`config.mk`:
```
export PLATFORM = sky130hd
export DESIGN_NAME = z80_im0_vic
export DESIGN_NICKNAME = d
export VERILOG_FILES = /design/src/rtl/ivc_pkg.sv /design/src/rtl/ivc_prio_pick.sv /design/src/rtl/ivc_vector_bank.sv /design/src/rtl/z80_im0_vic.sv
export SDC_FILE = /design/constraint.sdc
export NUM_CORES = 1
export LEC_CHECK = 0
export ABC_AREA = 0
export BUFFER_PORTS_ARGS = -buffer_cell sky130_fd_sc_hd__buf_2
export CAP_MARGIN = 5
export CORE_MARGIN = 1.5
export CORE_UTILIZATION = 60
export DETAILED_ROUTE_END_ITERATION = 8
export HOLD_SLACK_MARGIN = 0.15
export PLACE_DENSITY = 0.79
export SETUP_SLACK_MARGIN = 0.4
export SYNTH_ARGS = -nofsm -noshare
export SYNTH_HDL_FRONTEND = slang
export SYNTH_SLANG_ARGS = --single-unit
```
`constraint.sdc`:
```
create_clock -name clk -period 2.76 [get_ports clk]
set_clock_uncertainty 0.1 [all_clocks]
set_input_delay 0.138 -clock clk [delete_from_list [all_inputs] [get_ports clk]]
set_output_delay 0.138 -clock clk [all_outputs]
set_load 0.01 [all_outputs]
```
`src/rtl/ivc_pkg.sv`:
```
`timescale 1ns/1ps
package ivc_pkg;

    localparam logic [7:0] OPC_CALL   = 8'hCD;
    localparam logic [7:0] OPC_PREFIX = 8'hED;
    localparam logic [7:0] OPC_RET_2  = 8'h4D;

    // Bus cycle kinds decoded from the Z80 strobes.
    typedef struct packed {
        logic ack;   // interrupt acknowledge
        logic opf;   // opcode fetch
        logic mrd;   // ordinary memory read
        logic iow;   // I/O write
    } strobe_t;

    function automatic strobe_t decode_strobes(
        input logic m1_n,
        input logic iorq_n,
        input logic mreq_n,
        input logic rd_n,
        input logic wr_n
    );
        strobe_t s;
        s.ack = !m1_n && !iorq_n;
        s.opf = !m1_n && !mreq_n;
        s.mrd =  m1_n && !mreq_n && !rd_n;
        s.iow =  m1_n && !iorq_n && !wr_n;
        return s;
    endfunction

endpackage

```
`src/rtl/ivc_prio_pick.sv`:
```
`timescale 1ns/1ps
// Finds the lowest set index of a request vector (index 0 wins).
module ivc_prio_pick #(
    parameter int N  = 8,
    parameter int IW = (N > 1) ? $clog2(N) : 1
) (
    input  logic [N-1:0]  req,
    output logic          found,
    output logic [IW-1:0] idx
);

    always_comb begin
        found = 1'b0;
        idx   = '0;
        for (int i = N - 1; i >= 0; i--) begin
            if (req[i]) begin
                found = 1'b1;
                idx   = IW'(i);
            end
        end
    end

endmodule

```
`src/rtl/ivc_vector_bank.sv`:
```
`timescale 1ns/1ps
// One 16-bit handler address per source, loaded byte-wise through I/O ports.
module ivc_vector_bank #(
    parameter int          N         = 8,
    parameter logic [7:0]  PORT_BASE = 8'h40,
    parameter int          IW        = (N > 1) ? $clog2(N) : 1
) (
    input  logic          clk,
    input  logic          rst_n,
    input  logic          wr_en,
    input  logic [7:0]    wr_port,
    input  logic [7:0]    wr_data,
    input  logic [IW-1:0] sel,
    output logic [15:0]   vec_out
);

    logic [15:0] vec_all [N];

    for (genvar g = 0; g < N; g++) begin : g_src
        localparam logic [7:0] LO_PORT = 8'(PORT_BASE + 2 * g);
        localparam logic [7:0] HI_PORT = 8'(PORT_BASE + 2 * g + 1);

        logic [15:0] vec_d, vec_q;

        always_comb begin
            vec_d = vec_q;
            if (wr_en && wr_port == LO_PORT) vec_d[7:0]  = wr_data;
            if (wr_en && wr_port == HI_PORT) vec_d[15:8] = wr_data;
        end

        always_ff @(posedge clk or negedge rst_n) begin
            if (!rst_n) vec_q <= '0;
            else        vec_q <= vec_d;
        end

        assign vec_all[g] = vec_q;
    end

    assign vec_out = vec_all[sel];

endmodule

```
`src/rtl/z80_im0_vic.sv`:
```
`timescale 1ns/1ps
module z80_im0_vic #(
    parameter int         N_SRC     = 8,
    parameter logic [7:0] PORT_BASE = 8'h40
) (
    input  logic             clk,
    input  logic             rst_n,
    input  logic [N_SRC-1:0] irq_req,
    input  logic             m1_n,
    input  logic             iorq_n,
    input  logic             mreq_n,
    input  logic             rd_n,
    input  logic             wr_n,
    input  logic [7:0]       io_addr,
    input  logic [7:0]       data_in,
    output logic [7:0]       data_out,
    output logic             data_oe,
    output logic             mem_inhibit,
    output logic             int_n
);
    import ivc_pkg::*;

    localparam int IW = (N_SRC > 1) ? $clog2(N_SRC) : 1;

    // Operand byte positions after the opcode.
    localparam logic [1:0] IDX_LO   = 2'd1;
    localparam logic [1:0] IDX_HI   = 2'd2;
    localparam logic [1:0] IDX_DONE = 2'd3;

    typedef struct packed {
        strobe_t          prev;
        logic             feeding;
        logic [1:0]       byte_idx;
        logic [IW-1:0]    src;
        logic [N_SRC-1:0] in_svc;
        logic             saw_ed;
        logic [7:0]       fetch_byte;
    } state_t;

    state_t  s_d, s_q;
    strobe_t now;
    logic    ack_start, opf_start, opf_end, mrd_end, iow_start;

    logic [N_SRC-1:0] eligible;
    logic             win_found, svc_found;
    logic [IW-1:0]    win_idx, svc_idx;
    logic [15:0]      vec_sel;

    // ---------------- bus cycle edges ----------------
    always_comb begin
        now       = decode_strobes(m1_n, iorq_n, mreq_n, rd_n, wr_n);
        ack_start = now.ack && !s_q.prev.ack;
        opf_start = now.opf && !s_q.prev.opf;
        opf_end   = !now.opf && s_q.prev.opf;
        mrd_end   = !now.mrd && s_q.prev.mrd;
        iow_start = now.iow && !s_q.prev.iow;
    end

    // ---------------- eligibility under in-service masking ----------------
    always_comb begin
        logic blocked;
        blocked = 1'b0;
        for (int i = 0; i < N_SRC; i++) begin
            if (s_q.in_svc[i]) blocked = 1'b1;
            eligible[i] = irq_req[i] && !blocked;
        end
    end

    ivc_prio_pick #(.N(N_SRC), .IW(IW)) u_pick_win (
        .req   (eligible),
        .found (win_found),
        .idx   (win_idx)
    );

    ivc_prio_pick #(.N(N_SRC), .IW(IW)) u_pick_svc (
        .req   (s_q.in_svc),
        .found (svc_found),
        .idx   (svc_idx)
    );

    ivc_vector_bank #(.N(N_SRC), .PORT_BASE(PORT_BASE), .IW(IW)) u_bank (
        .clk     (clk),
        .rst_n   (rst_n),
        .wr_en   (iow_start),
        .wr_port (io_addr),
        .wr_data (data_in),
        .sel     (s_q.src),
        .vec_out (vec_sel)
    );

    // ---------------- next state ----------------
    always_comb begin
        s_d      = s_q;
        s_d.prev = now;

        if (ack_start && !s_q.feeding) begin
            s_d.feeding  = 1'b1;
            s_d.byte_idx = IDX_LO;
            s_d.src      = win_idx;
            if (win_found) s_d.in_svc[win_idx] = 1'b1;
        end

        if (mrd_end && s_q.feeding && s_q.byte_idx != IDX_DONE)
            s_d.byte_idx = s_q.byte_idx + 2'd1;

        if (opf_start) s_d.feeding = 1'b0;

        if (now.opf) s_d.fetch_byte = data_in;

        if (opf_end) begin
            if (s_q.fetch_byte == OPC_PREFIX) begin
                s_d.saw_ed = 1'b1;
            end else begin
                if (s_q.saw_ed && s_q.fetch_byte == OPC_RET_2 && svc_found)
                    s_d.in_svc[svc_idx] = 1'b0;
                s_d.saw_ed = 1'b0;
            end
        end
    end

    always_ff @(posedge clk or negedge rst_n) begin
        if (!rst_n) s_q <= '0;
        else        s_q <= s_d;
    end

    // ---------------- outputs ----------------
    always_comb begin
        data_out = '0;
        data_oe  = 1'b0;
        if (now.ack) begin
            data_out = OPC_CALL;
            data_oe  = 1'b1;
        end else if (now.mrd && s_q.feeding) begin
            if (s_q.byte_idx == IDX_LO) begin
                data_out = vec_sel[7:0];
                data_oe  = 1'b1;
            end else if (s_q.byte_idx == IDX_HI) begin
                data_out = vec_sel[15:8];
                data_oe  = 1'b1;
            end
        end
    end

    assign mem_inhibit = s_q.feeding;
    assign int_n       = !(win_found && !s_q.feeding);

endmodule

```
* Word-level counts from Yosys, hierarchy flattened
Cells that the tools add are included.
W data, S select, Z words.
** Word-level totals
- Bits of input ports :: 31
- Register bits :: 155
** Operators by class
- Reductions and logical operators :: 66
- Bitwise logic cells :: 4
- Equality and inequality tests :: 21
- $add $sub $neg :: 1
- Order comparisons :: 5
- Multiplexer cells :: 63
** Operators with widths (count)
- $eq A8 B7 Y1 const B :: 17
- $mux W8 :: 7
- $bmux W16 S3 :: 1
- $mux W3 :: 16
- $logic_and A1 B1 Y1 :: 44
- $mux W1 :: 32
- $mux W16 :: 2
- $logic_not A1 Y1 :: 20
- $mux W14 :: 1
- $mux W9 :: 1
- $and A8 B8 Y8 :: 1
- $eq A8 B8 Y1 const B :: 1
- $lt A3 B4 Y1 const B :: 2
- $not A8 Y8 :: 1
- $or A8 B8 Y8 :: 1
- $demux W1 S3 :: 2
- $ge A3 B1 Y1 const B :: 2
- $ge A4 B4 Y1 const B :: 1
- $not A3 Y4 :: 1
- $reduce_bool A2 Y1 :: 2
- $add A2 B1 Y2 const B :: 1
- $eq A2 B1 Y1 const B :: 1
- $eq A2 B2 Y1 const B :: 1
- $mux W2 :: 1
- $ne A2 B2 Y1 const B :: 1

* Logic depth before layout (Yosys ltp)
- Depth in word-level cells :: 29
- Gate-level depth with buffers :: 7

* Cells and area by module
Synthesis repeated with hierarchy kept, for this count alone.
** Unflattened totals
- Cell total of the unflattened synthesis :: 514
- Area total of the unflattened synthesis :: 7576.0 µm²
** Modules (own cells, without submodules)
- ivc_vector_bank :: seq. area each 3203.1 µm², cells an instance 353, area an instance 5963.2 µm², times used 1
- z80_im0_vic :: seq. area each 675.6 µm², cells an instance 135, area an instance 1452.6 µm², times used 1
- ivc_prio_pick :: seq. area each 0.0 µm², cells an instance 13, area an instance 80.1 µm², times used 2

* Worst setup path after synthesis
OpenSTA, ideal clock, no wires.
- Path type :: register to output
- From :: register s_q[17] (netlist bit)
- To :: output port data_out[6]
- Cell stages (with the launch flop) :: 6
- Path buffers :: 1
- Path slack :: 0.622 ns
- Data arrival time :: 1.900 ns
- Path through :: dfrtp_1 > clkbuf_1 > mux4_2 > mux2i_1 > o22ai_1 > or2_2
** Between the ends
- Longest elaborated chain between the ends :: 8
** RTL lines
- start, declared :: line z80_im0_vic.sv:40 : state_t s_d, s_q;
- start signal, assigned :: line z80_im0_vic.sv:122 : if (!rst_n) s_q <= '0;
- start signal, assigned :: line z80_im0_vic.sv:123 : else s_q <= s_d;
- $not A3 Y4 (implied by the code) * :: line ivc_vector_bank.sv:39 : assign vec_out = vec_all[sel];
- $bmux W16 S3 * :: line ivc_vector_bank.sv:39
- $mux W16 (implied by the code) * (2 in series) :: line ivc_vector_bank.sv:39
- $mux W8 :: line z80_im0_vic.sv:137 : end else if (s_q.byte_idx == IDX_HI) begin
- $mux W8 * :: line z80_im0_vic.sv:134 : if (s_q.byte_idx == IDX_LO) begin
- $mux W8 * :: line z80_im0_vic.sv:133 : end else if (now.mrd && s_q.feeding) begin
- $mux W8 * :: line z80_im0_vic.sv:130 : if (now.ack) begin
- end, declared :: line z80_im0_vic.sv:16 : output logic [7:0] data_out,
Mark *: on every way between the ends. The rest lies on a longest branch, timed or not. The select of a mux whose other input is x is not followed.

* Final worst setup path
- From :: register s_q[17] (netlist bit)
- To :: output port data_out[2]
Same word-level chain as after synthesis.

==> flow_summary.ini <==
[cells_and_area]
num-nets-final = 634
area_occupied_by_multi_input_gates_um2 = 3410
instances_no_fill = 760
n_antenna_cell = 0
final_layout_size_suffix_gt1_share_pct = 47.5
area_delta_synth_final_pct = 19.2
register_area_um2 = 3880
nFillCells = 735

[die]
placeableCoreArea_um2 = 12000
row_count = 40
die-height_um = 114
floorplan.die_area_um2 = 12900
design.portCount = 42
initial_utilization_pct = 61.5
floorplan.die.width_um = 114

[setup_path]
critical_path.cell_chain = buf_12 > buf_16 > mux4_2 > mux2i_2 > nor2_1 > nor2_1 > o21ai_1 > buf_2
worstPathMaxFanout = 6
cpMaxStageDelayCell = mux4_2
cpMostUsedCell = nor2_1
worst_ep_arrival_time_ps = 2270
critPathRequiredTime_ps = 2520
timing.setup.critical_path_class = register to output port
critical_path.endpoint_type = output port
critical-path-max-stage-delay_ps = 550
crit_path_start_kind = register

[synth]
synth_top_cell_area_share_pct = 52.8
synth.net_count = 559
yosysUniqueCellTypes = 49
edff_count_synth = 0
fraction_of_the_yosys_area_taken_by_sequential_cells_pct = 52.8
yosys-top-cells-area = dfrtp_1 (53%), mux2_2 (21%), mux4_2 (9.8%)
ys_seq_elements = 155
post_synth_most_frequent_cells = dfrtp_1 (155), mux2_2 (137), mux4_2 (32)
synth.yosys.warnings = 0
synth_async_sr_flop_share_pct = 100
yosys.area.top_type = dfrtp_1
post-synth-top-count-cell = dfrtp_1
ys_dominant_reg_cell = dfrtp_1
netlist_area_um2 = 7350
synth_cells = 525
avgSynthCellArea_um2 = 14.0

[sta]
hold_slack_ps = 148
report.final.slew_viol_count = 0
setup_violations = 0
max_slew.worst_pin.slew_ps = 813
rsz_0062_raised_after_global_routing = true
min_period_over_period_pct = 90.8
finalHoldViolCount = 0
fin_setup_tns_ps = 0
setup_slack_after_layout_ps = 254
timing.fmax_mhz = 399
timing.final.crit_period_ps = 2510
worst_case_headroom_to_the_max_slew_limit_pct = 45.6

[routing]
post_drt_via_cell_ratio = 6.37
routed_wirelength_um = 17400
drt.antenna.violating_nets = 0
drc_errors = 0
drt_iter0_drc = 609
detailroute.via_count = 4839
post_drt_wl_per_cell_um = 23.0
drt_pre_antenna_iters = 5

[power]
ir_drop_mv = 0.500
leakagePower_nw = 4.05
power-per-cell-area_nw_per_um2 = 688

[status]
result_of_the_run = complete, no violations

[placed_design]
dp_slack_ps = 456
placedCellCount = 702
detailedPlacementHpwl_um = 11000
port_buffers = 41
routability_congestion_estimate = 0.921

[grt]
grt_max_degree = 71
global_route.overflow_total = 0
grt_pass1_wl_um = 28200
grtUsageTotal_pct = 29.5
grt_pass1_vias = 5143
grt_antenna_before_repair = 0

[clock_tree]
ctsLongestPathBuffers = 2
cts.root.buffer_cell = clkbuf_16
clk_lat_worst_skew_ps = 430
clk_transition_reported_paths_ps = 70
clock-sinks = 155
htreeDepth = 4
tritoncts_clock_tree = done
cts_inserted_buffers = 17

[run]
drv_cap = 0

[worst_hold_path]
hold_path.class = primary input to register
path summary, 6_finish.rpt:
path / from / to / slack, ps / depth (start not counted)
min: data_in[4] / u_bank.g_src[2].vec_q[4] / 150 / 2
max: s_q[17] / data_out[2] / 250 / 8
min in group asynchronous: rst_n / u_bank.g_src[1].vec_q[15] / 200 / 2
max reg2reg: s_q[9] / s_q[10] / 470 / 6
max in group asynchronous: rst_n / u_bank.g_src[1].vec_q[1] / 1640 / 3
min reg2reg: s_q[8] / s_q[8] / 380 / 1
what timing repair did:
item | in CTS | in global routing
setup buffers | 2 | 4
hold buffers | 18 | 0
pin swaps | 0 | 4
resized for setup | 9 | 10
hold endpoints to repair | 210 | 0
endpoints found under the setup margin | 8 | 53
gates cloned | 2 | 0
sequential cells by signal (all words and copies together) (netlist names):
name,cells
u_bank.g_src.vec_q,128
mem_inhibit,1
s_q,26
through the flow:
stage / instance area, µm² / util [%] / power (mW)
6_report: 8760 / 73.3 / 6.03
3_3_place_gp: 7770 / 64.9 / 3.43
5_1_grt: 8760 / 73.3 / 6.26
3_5_place_dp: 7770 / 64.9 / 3.46
4_1_cts: 8650 / 72.3 / 5.99
2_1_floorplan: 7350 / - / 3.14
cell usage in the layout (no fill, tap or decap), drive strengths merged, types with 5 or more instances in the layout:
cell type / n
mux4: 32
a21oi: 14
nor2: 36
buf: 61
inv: 13
nor2b: 7
nor3: 7
clkbuf: 17
nand3: 6
nor4: 6
mux2i: 14
mux2: 139
dlygate4sd3: 18
nand2: 28
o21ai: 9
dfrtp: 155
or2: 5
worst max-delay path, delay by kind of cell (launching register included):
kind | cells | cell delay (ps)
AND/OR/NAND/NOR | 2 | 150
multiplexers | 2 | 740
AO/OA/AOI/OAI | 1 | 80
flip-flops | 1 | 430
buffers and inverters | 3 | 410
metal layers:
layer | wire (µm) | GRT usage, %
met5 | 0 | 0
met4 | 384 | 10.8
met3 | 870 | 7.12
met2 | 8890 | 48.1
met1 | 7300 | 39.0
cells by family (layout without fill, tap and decap cells):
group                    Yosys count  in the layout  synth area share [%]
AO/OA/AOI/OAI                     44             44                  3.81
XOR/XNOR                           1              1                 0.119
adder cells (fa/ha/maj)            3              3                 0.511
buffers and inverters             28            116                  1.57
flip-flops                       155            155                  52.8
multiplexers                     185            185                  33.0
AND/OR/NAND/NOR                  109            109                  8.22
where the power goes:
group,switching [mW],leakage [nW],internal [mW]
registers,0.165,2.12,2.38
clock network,1.04,0.290,1.37
logic,0.547,1.63,0.532
area by class of cell:
cell class	instances	share of cell area [%]
Inverter	5	0.214
Timing Repair Buffer	79	7.63
Tap cell	147	2.10
Clock inverter	15	2.04
Sequential cell	155	44.3
Multi-Input combinational cell	342	38.9
Clock buffer	17	4.86
Note: power is estimated with default switching activity, not from simulation.
